File: src/rtl/lcdb_pkg.sv
package lcdb_pkg;
  typedef enum logic [1:0] {
    OP_CMD_WR = 2'd0,
    OP_DAT_WR = 2'd1,
    OP_DAT_RD = 2'd2
  } op_e;

  typedef enum logic [1:0] {
    W_CMD  = 2'd0,
    W_DATA = 2'd1,
    W_STAT = 2'd2,
    W_NONE = 2'd3
  } word_e;

  typedef enum logic [1:0] {
    S_IDLE   = 2'd0,
    S_SETUP  = 2'd1,
    S_STROBE = 2'd2,
    S_HOLD   = 2'd3
  } st_e;
endpackage

File: src/rtl/lcdb_engine.sv
module lcdb_engine
  import lcdb_pkg::*;
#(
  parameter int DB_W        = 16,
  parameter int STROBE_CLKS = 4,
  parameter int HOLD_CLKS   = 1
) (
  input  logic            clk_i,
  input  logic            rst_ni,
  input  logic            job_valid_i,
  input  op_e             job_op_i,
  input  logic [DB_W-1:0] job_data_i,
  output logic            launch_o,
  output logic            active_o,
  output logic            cap_o,
  output logic [DB_W-1:0] cap_data_o,
  output logic            cs_no,
  output logic            rs_o,
  output logic            wr_no,
  output logic            rd_no,
  output logic [DB_W-1:0] db_o,
  output logic            db_oe_o,
  input  logic [DB_W-1:0] db_i
);
  localparam int MAXC  = (STROBE_CLKS > HOLD_CLKS) ? STROBE_CLKS : HOLD_CLKS;
  localparam int CNT_W = $clog2(MAXC + 1);
  localparam logic [CNT_W-1:0] STR_LAST = CNT_W'(STROBE_CLKS - 1);
  localparam logic [CNT_W-1:0] HLD_LAST = CNT_W'(HOLD_CLKS - 1);

  st_e             st_q, st_d;
  op_e             op_q;
  logic [DB_W-1:0] data_q;
  logic [CNT_W-1:0] cnt_q, cnt_d;
  logic            is_rd;

  assign is_rd    = (op_q == OP_DAT_RD);
  assign launch_o = (st_q == S_IDLE) && job_valid_i;
  assign active_o = (st_q != S_IDLE);

  always_comb begin
    st_d  = st_q;
    cnt_d = cnt_q;
    unique case (st_q)
      S_IDLE:   if (job_valid_i) st_d = S_SETUP;
      S_SETUP: begin
        st_d  = S_STROBE;
        cnt_d = '0;
      end
      S_STROBE: begin
        if (cnt_q == STR_LAST) begin
          st_d  = S_HOLD;
          cnt_d = '0;
        end else begin
          cnt_d = cnt_q + 1'b1;
        end
      end
      S_HOLD: begin
        if (cnt_q == HLD_LAST) st_d = S_IDLE;
        else cnt_d = cnt_q + 1'b1;
      end
      default: st_d = S_IDLE;
    endcase
  end

  always_ff @(posedge clk_i or negedge rst_ni) begin
    if (!rst_ni) begin
      st_q   <= S_IDLE;
      cnt_q  <= '0;
      op_q   <= OP_CMD_WR;
      data_q <= '0;
    end else begin
      st_q  <= st_d;
      cnt_q <= cnt_d;
      if (launch_o) begin
        op_q   <= job_op_i;
        data_q <= job_data_i;
      end
    end
  end

  // capture on the edge that ends the read strobe
  assign cap_o      = (st_q == S_STROBE) && (cnt_q == STR_LAST) && is_rd;
  assign cap_data_o = db_i;

  assign cs_no   = (st_q == S_IDLE);
  assign rs_o    = (op_q != OP_CMD_WR);
  assign wr_no   = !((st_q == S_STROBE) && !is_rd);
  assign rd_no   = !((st_q == S_STROBE) && is_rd);
  assign db_oe_o = (st_q != S_IDLE) && !is_rd;
  assign db_o    = data_q;

  p_strobe_excl_r4: assert property (@(posedge clk_i) disable iff (!rst_ni)
    !(!wr_no && !rd_no));
  p_cs_strobe_r4: assert property (@(posedge clk_i) disable iff (!rst_ni)
    (!wr_no || !rd_no) |-> !cs_no);
  p_hold_data_r4: assert property (@(posedge clk_i) disable iff (!rst_ni)
    ($past(!wr_no) && wr_no && !cs_no) |-> $stable(db_o) && db_oe_o);
  p_oe_off_r5: assert property (@(posedge clk_i) disable iff (!rst_ni)
    !rd_no |-> !db_oe_o);
  p_launch_idle_r9: assert property (@(posedge clk_i) disable iff (!rst_ni)
    launch_o |=> !cs_no && wr_no && rd_no);
endmodule

File: src/rtl/lcdb_regif.sv
module lcdb_regif
  import lcdb_pkg::*;
#(
  parameter int DB_W  = 16,
  parameter int REG_W = 32
) (
  input  logic             clk_i,
  input  logic             rst_ni,
  input  logic             req_i,
  input  logic             we_i,
  input  logic [1:0]       word_i,
  input  logic [DB_W-1:0]  wdata_i,
  output logic [REG_W-1:0] rdata_o,
  input  logic             launch_i,
  input  logic             active_i,
  input  logic             cap_i,
  input  logic [DB_W-1:0]  cap_data_i,
  output logic             job_valid_o,
  output op_e              job_op_o,
  output logic [DB_W-1:0]  job_data_o
);
  word_e           sel;
  logic            queue_req, take, clr;
  op_e             req_op;
  logic            pend_q;
  op_e             pend_op_q;
  logic [DB_W-1:0] pend_data_q;
  logic            done_q;
  logic [DB_W-1:0] rd_data_q;
  logic            busy;

  assign sel = word_e'(word_i);

  always_comb begin
    queue_req = 1'b0;
    req_op    = OP_CMD_WR;
    if (req_i) begin
      if (sel == W_CMD && we_i) begin
        queue_req = 1'b1;
        req_op    = OP_CMD_WR;
      end else if (sel == W_DATA) begin
        queue_req = 1'b1;
        req_op    = we_i ? OP_DAT_WR : OP_DAT_RD;
      end
    end
  end

  assign take = queue_req && (!pend_q || launch_i);
  assign clr  = req_i && we_i && (sel == W_STAT) && !wdata_i[0];

  always_ff @(posedge clk_i or negedge rst_ni) begin
    if (!rst_ni) begin
      pend_q      <= 1'b0;
      pend_op_q   <= OP_CMD_WR;
      pend_data_q <= '0;
    end else begin
      if (launch_i) pend_q <= 1'b0;
      if (take) begin
        pend_q      <= 1'b1;
        pend_op_q   <= req_op;
        pend_data_q <= wdata_i;
      end
    end
  end

  always_ff @(posedge clk_i or negedge rst_ni) begin
    if (!rst_ni) begin
      done_q    <= 1'b0;
      rd_data_q <= '0;
    end else begin
      if (cap_i) begin
        done_q    <= 1'b1;
        rd_data_q <= cap_data_i;
      end else if (clr) begin
        done_q <= 1'b0;
      end
    end
  end

  assign job_valid_o = pend_q;
  assign job_op_o    = pend_op_q;
  assign job_data_o  = pend_data_q;
  assign busy        = active_i || pend_q;

  always_comb begin
    unique case (sel)
      W_CMD:   rdata_o = {{(REG_W-1){1'b0}}, busy};
      W_DATA:  rdata_o = {{(REG_W-DB_W){1'b0}}, rd_data_q};
      W_STAT:  rdata_o = {{(REG_W-1){1'b0}}, done_q};
      default: rdata_o = '0;
    endcase
  end

  p_flag_set_r6: assert property (@(posedge clk_i) disable iff (!rst_ni)
    cap_i |=> done_q);
  p_flag_clear_r7: assert property (@(posedge clk_i) disable iff (!rst_ni)
    (clr && !cap_i) |=> !done_q);
  p_flag_keep_r7: assert property (@(posedge clk_i) disable iff (!rst_ni)
    (!cap_i && !clr) |=> $stable(done_q));
  p_no_overflow_r9: assert property (@(posedge clk_i) disable iff (!rst_ni)
    (pend_q && !launch_i) |=> pend_q && $stable(pend_data_q));
endmodule

File: src/rtl/lcd_bus_bridge.sv
module lcd_bus_bridge
  import lcdb_pkg::*;
#(
  parameter int DB_W        = 16,
  parameter int STROBE_CLKS = 4,
  parameter int HOLD_CLKS   = 1
) (
  input  logic            clk_i,
  input  logic            rst_ni,
  input  logic            req_i,
  input  logic            we_i,
  input  logic [1:0]      word_i,
  input  logic [DB_W-1:0] wdata_i,
  output logic [31:0]     rdata_o,
  output logic            cs_no,
  output logic            rs_o,
  output logic            wr_no,
  output logic            rd_no,
  output logic [DB_W-1:0] db_o,
  output logic            db_oe_o,
  input  logic [DB_W-1:0] db_i
);
  localparam int REG_W = 32;

  logic            job_valid, launch, active, cap;
  op_e             job_op;
  logic [DB_W-1:0] job_data, cap_data;

  lcdb_regif #(.DB_W(DB_W), .REG_W(REG_W)) u_regif (
    .clk_i, .rst_ni, .req_i, .we_i, .word_i, .wdata_i, .rdata_o,
    .launch_i(launch), .active_i(active), .cap_i(cap), .cap_data_i(cap_data),
    .job_valid_o(job_valid), .job_op_o(job_op), .job_data_o(job_data)
  );

  lcdb_engine #(.DB_W(DB_W), .STROBE_CLKS(STROBE_CLKS), .HOLD_CLKS(HOLD_CLKS)) u_engine (
    .clk_i, .rst_ni,
    .job_valid_i(job_valid), .job_op_i(job_op), .job_data_i(job_data),
    .launch_o(launch), .active_o(active), .cap_o(cap), .cap_data_o(cap_data),
    .cs_no, .rs_o, .wr_no, .rd_no, .db_o, .db_oe_o, .db_i
  );

  initial begin
    a_params_r4: assert (STROBE_CLKS >= 1 && HOLD_CLKS >= 1 && DB_W <= REG_W);
  end
endmodule

File: config.mk
export PLATFORM = sky130hd
export DESIGN_NAME = lcd_bus_bridge
export DESIGN_NICKNAME = d
export VERILOG_FILES = /design/src/rtl/lcdb_pkg.sv /design/src/rtl/lcdb_engine.sv /design/src/rtl/lcdb_regif.sv /design/src/rtl/lcd_bus_bridge.sv
export SDC_FILE = /design/constraint.sdc
export NUM_CORES = 1
export LEC_CHECK = 0
export BUFFER_PORTS_ARGS = -buffer_cell sky130_fd_sc_hd__buf_2
export CAP_MARGIN = 5
export CORE_MARGIN = 1.5
export CORE_UTILIZATION = 30
export DETAILED_ROUTE_END_ITERATION = 6
export PLACE_DENSITY_LB_ADDON = 0.1
export RECOVER_POWER = 25
export SYNTH_ARGS = -nofsm -noshare
export SYNTH_HDL_FRONTEND = slang
export SYNTH_SLANG_ARGS = --single-unit
export TNS_END_PERCENT = 30
File: constraint.sdc
create_clock -name clk_i -period 2.8 [get_ports clk_i]
set_input_delay 0.28 -clock clk_i [delete_from_list [all_inputs] [get_ports clk_i]]
set_output_delay 0.28 -clock clk_i [all_outputs]
set_load 0.05 [all_outputs]
After elaboration in Yosys (flattened, before gate mapping)
Cells that the tools add are included.
{"block": "classes", "n_addsub": 1, "mul": 0, "div": 0, "order_cmp": 0, "n_eq_ne": 11, "shift": 0, "n_mux": 19, "bitwise_logic": 0, "n_reduce_logical": 28}
{"operator": "$pmux W16 S3", "count": 1}
{"operator": "$mux W2", "count": 7}
{"operator": "$logic_and A1 B1 Y1", "count": 11}
{"operator": "$pmux W3 S3", "count": 1}
{"operator": "$eq A2 B2 Y1 const B", "count": 4}
{"operator": "$pmux W2 S4", "count": 1}
{"operator": "$reduce_bool A2 Y1", "count": 4}
{"operator": "$mux W1", "count": 7}
{"operator": "$mux W3", "count": 2}
{"operator": "$logic_not A1 Y1", "count": 5}
{"operator": "$eq A2 B1 Y1 const B", "count": 2}
{"operator": "$logic_not A2 Y1", "count": 2}
{"operator": "$ne A2 B1 Y1 const B", "count": 2}
{"operator": "$ne A2 B2 Y1 const B", "count": 2}
{"operator": "$add A3 B1 Y3 const B", "count": 1}
{"operator": "$eq A3 B2 Y1 const B", "count": 1}
{"operator": "$logic_not A3 Y1", "count": 1}
{"operator": "$reduce_and A3 Y1", "count": 1}
{"operator": "$reduce_bool A3 Y1", "count": 1}
{"operator": "$logic_or A1 B1 Y1", "count": 2}
{"operator": "$reduce_and A2 Y1", "count": 1}
{"block": "word_totals", "register_bits": 59, "latchBits": 0, "ram_bits": 0, "romBits": 0, "wordCells": 68, "n_memories": 0}

Logic depth before layout (Yosys ltp)
{"block": "depth", "ltp_word": 6, "depth_mapped": 7}

Cells and area by module
Synthesis repeated with hierarchy kept, for this count alone.
{"block": "unflattened", "hier_cells": 217, "hier_area_um2": 2927.8}
{"module": "lcdb_regif", "instances": 1, "cells_each": 121, "area_per_inst_um2": 1689.1}
{"module": "lcdb_engine", "instances": 1, "cells_each": 96, "area_per_inst_um2": 1238.7}

Least setup slack after synthesis
Ideal clock, no wire load.
{"block": "synth_path", "path_kind": "reg2out", "startpoint": "register u_engine.st_q[0]", "endpoint": "output rdata_o[0]", "arrival_ps": 2340, "required_time_ps": 2520, "setup_slack_ps": 180, "stages_incl_launch_ff": 7, "cell_sequence": "dfrtp_1 > inv_1 > ha_1 > buf_4 > or3b_2 > o21ai_0 > o21ai_0"}
{"block": "synth_via", "elab_chain_len": 3}
{"item": "from (decl)", "line_no": "lcdb_engine.sv:30", "rtl": "st_e st_q, st_d;"}
{"item": "from (signal assigned)", "line_no": "lcdb_engine.sv:72", "rtl": "st_q <= st_d;"}
{"item": "$reduce_bool A2 Y1", "line_no": "lcdb_engine.sv:38", "rtl": "assign active_o = (st_q != S_IDLE);"}
{"item": "$logic_or A1 B1 Y1", "line_no": "lcdb_regif.sv:83", "rtl": "assign busy = active_i || pend_q;"}
{"item": "$pmux W16 S3", "line_no": "lcdb_regif.sv:86", "rtl": "unique case (sel)"}
{"item": "to (decl)", "line_no": "lcd_bus_bridge.sv:14", "rtl": "output logic [31:0] rdata_o,"}
Every way passes these cells.

Worst setup path in the final report
Same ends and word-level chain as after synthesis.

==> reports/summary.txt <==
Final Hold Fails: 0
mux contribution to synthesized area: 0.248
Clock Path Buffers: 2
Gate Count Post-Synth: 199
fmax: 0.429 GHz
CTS Hold Buffers Added: 0
postcts setup bufs: 0
Initial Util: 0.310
PortBufs: 74
Setup-failing EPs final: 0
fill count: 896
Worst Hold Depth: 2
Peak VDD IR: 0.323 mV
CTS resizes: 0
library cells used by synthesis: 29
layout cell share with drive strength beyond 1: 0.528
final non-filler cell total: 394
overall routed net length: 5320 um
Worst Path Arrival: 2050 ps
global route overflow: 0
Core ar.: 0.00876 sq mm
post-synthesis xor/xnor area fraction: 0
CTS Buf Count: 9
PD cells: 1170 mW/mm^2
clock slew at reported path FFs: 70 ps
largest net degree at the start of global routing: 60
Post-Route M1 WL: 2470 um
crit path max fanout: 9
number of routed nets with antenna violations: 0
H-tree levels: 3
most frequent cells in the layout: 74 x buf_2, 59 x dfrtp_1, 43 x mux2_2
Placed Cells: 379
largest family of logic cells by synthesized area: multiplexers
initial antenna violation count: 0
post-DR wirelength/cell: 13.5 um
Inserted Diodes: 0
Async SR Flop Fraction: 1.00
Reg-to-Reg Start: u_engine.st_q[0]
Seq cells post-synth: 59
outcome: complete, but fails checks
setup TNS: 0 ps
endpoint class of the critical path: primary output
final worst setup slack: 468 ps
Area Overhead vs Synth: 23.3%
Slew @ Worst Pin: 1490 ps
CTS tree: done
area of placed instances: 0.00315 sq mm
Primary FF master, synth: dfrtp_1
Post-synth EDFFs: 0
leakage power: 1.68 nW
Max-Cap Viols: 1
Hold Path Class: input pin to flop
violated checks: max-capacitance violations
crit path time final: 2330 ps
Final Max Tran Viols: 0
Worst Reg2Reg Path Length in Cells: 6
Syn Area/Cell: 13.7 sq um
Simple-Gate Fraction of Synth Area: 0.0700
worst hold slack: 177 ps
vias in the first global route: 1,785
vias per cell: 4.34
root buf cell: clkbuf_8
clock tree sinks: 59
Max-Slew Margin vs Limit: 0.00838
pre-CTS setup slack: 782 ps
Met2 Routed Length: 2480 um
Nets: 327
drt first pass iters: 4
worst reg2reg path endpoint: u_regif.job_op_o[1]
Final Skew: 8.41 ps
compound-gate portion of the synthesized area: 0.0322
Worst-Skew Late Latency: 330 ps
Total GRT Usage: 0.118
Post-Synth Adder-Cell Area: 0.0322
hold endpoint: u_regif.job_data_o[3]
die area: 0.00964 sq mm
IO Count: 91
WL met3: 298 um
R2R Setup Slk: 780 ps
post-synthesis sequential area ratio: 0.543
DR iter-0 viols: 44
post-DP HPWL: 3650 um
final worst path period share: 0.833
Die W: 98.2 um
startpoint types: flop
final instance area: 0.00335 sq mm
chip height: 98.2 um
Worst Setup Path Type: flop to primary output
mapped cell area: 0.00272 sq mm
CP required: 2520 ps
Final Util: 0.382
via count: 1,708
RSZ-0062 raised after global routing: false
Worst Hold Launch: wdata_i[3]
synth warn: 0
DRC Markers: 0
Final Power: 3.93 mW
most common cell after layout, fill and taps aside: buf_2
first-pass GRT wire length: 8870 um
Std-Cell Rows: 34
Final Wtd Congestion: 0.698
highest metal used: met4
worst max path at each step:
stage | startpoint | endpoint | slack (ps) | depth (start not counted)
2_1_floorplan | u_engine.st_q[0] | rdata_o[0] | 180 | 6
3_3_place_gp | u_engine.st_q[0] | u_regif.job_data_o[15] | 820 | 6
3_5_place_dp | u_engine.st_q[0] | u_engine.db_o[6] | 780 | 4
4_1_cts | u_engine.st_q[0] | rdata_o[0] | 450 | 6
5_1_grt | u_engine.st_q[1] | rdata_o[0] | 330 | 6
6_report | u_engine.st_q[0] | rdata_o[0] | 470 | 6
report_power, final:
part | leakage [nW] | total [mW] | switching, mW | internal [mW]
Clock | 0.0974 | 0.791 | 0.338 | 0.453
Sequential | 0.709 | 1.40 | 0.183 | 1.22
Combinational | 0.871 | 1.74 | 1.10 | 0.640
Total | 1.68 | 3.93 | 1.62 | 2.31
cells in the mapped netlist (3+ instances only):
cell type / instances / area (sq um)
buf_4: 17 / 128
and2_1: 15 / 93.8
nand2_1: 5 / 18.8
nor2_1: 3 / 11.3
nor2b_1: 3 / 18.8
ha_1: 7 / 87.6
o21ai_0: 4 / 20.0
mux2_2: 43 / 484
mux2i_1: 4 / 40.0
inv_1: 10 / 37.5
dfrtp_1: 59 / 1480
mux2_4: 10 / 150
final cells by class:
| cell class | count | area (sq um) | share of cell area |
|---|---|---|---|
| clock buffer | 11 | 151 | 0.0452 |
| tap | 108 | 135 | 0.0403 |
| sequential | 59 | 1480 | 0.440 |
| timing repair buffer | 78 | 398 | 0.119 |
| inverter | 11 | 41.3 | 0.0123 |
| clock inverter | 4 | 50.0 | 0.0149 |
| multi-input combinational | 123 | 1100 | 0.328 |
cells by family (layout without fill, tap and decap cells):
| kind of cell | Yosys count | count (layout) |
|---|---|---|
| other | 1 | 16 |
| flip-flops | 59 | 59 |
| adder cells (fa/ha/maj) | 7 | 7 |
| AND/OR/NAND/NOR | 33 | 33 |
| multiplexers | 57 | 57 |
| buffers and inverters | 32 | 104 |
| AO/OA/AOI/OAI | 10 | 10 |
routing by layer:
layer / global-route usage / up-vias
li1: - / 805
met1: 0.155 / 841
met2: 0.178 / 55
met3: 0.0387 / 7
met4: 0.0520 / 0
met5: 0 / -
worst max-delay path, cell delays in order (launching register included):
cell	delay, ps
dfrtp_1	380
inv_1	90
ha_1	340
or3b_2	470
o21ai_0	120
o21ai_0	110
buf_2	220
registers in the layout, indices dropped and copies added (netlist names):
name	cells
u_engine.db_o	16
u_engine.cnt_q	3
u_regif.job_data_o	16
u_regif.job_op_o	2
u_regif.job_valid_o	1
u_regif.rd_data_q	16
u_regif.done_q	1
u_engine.st_q	2
u_engine.op_q	2
(Power assumes the default switching activity.)
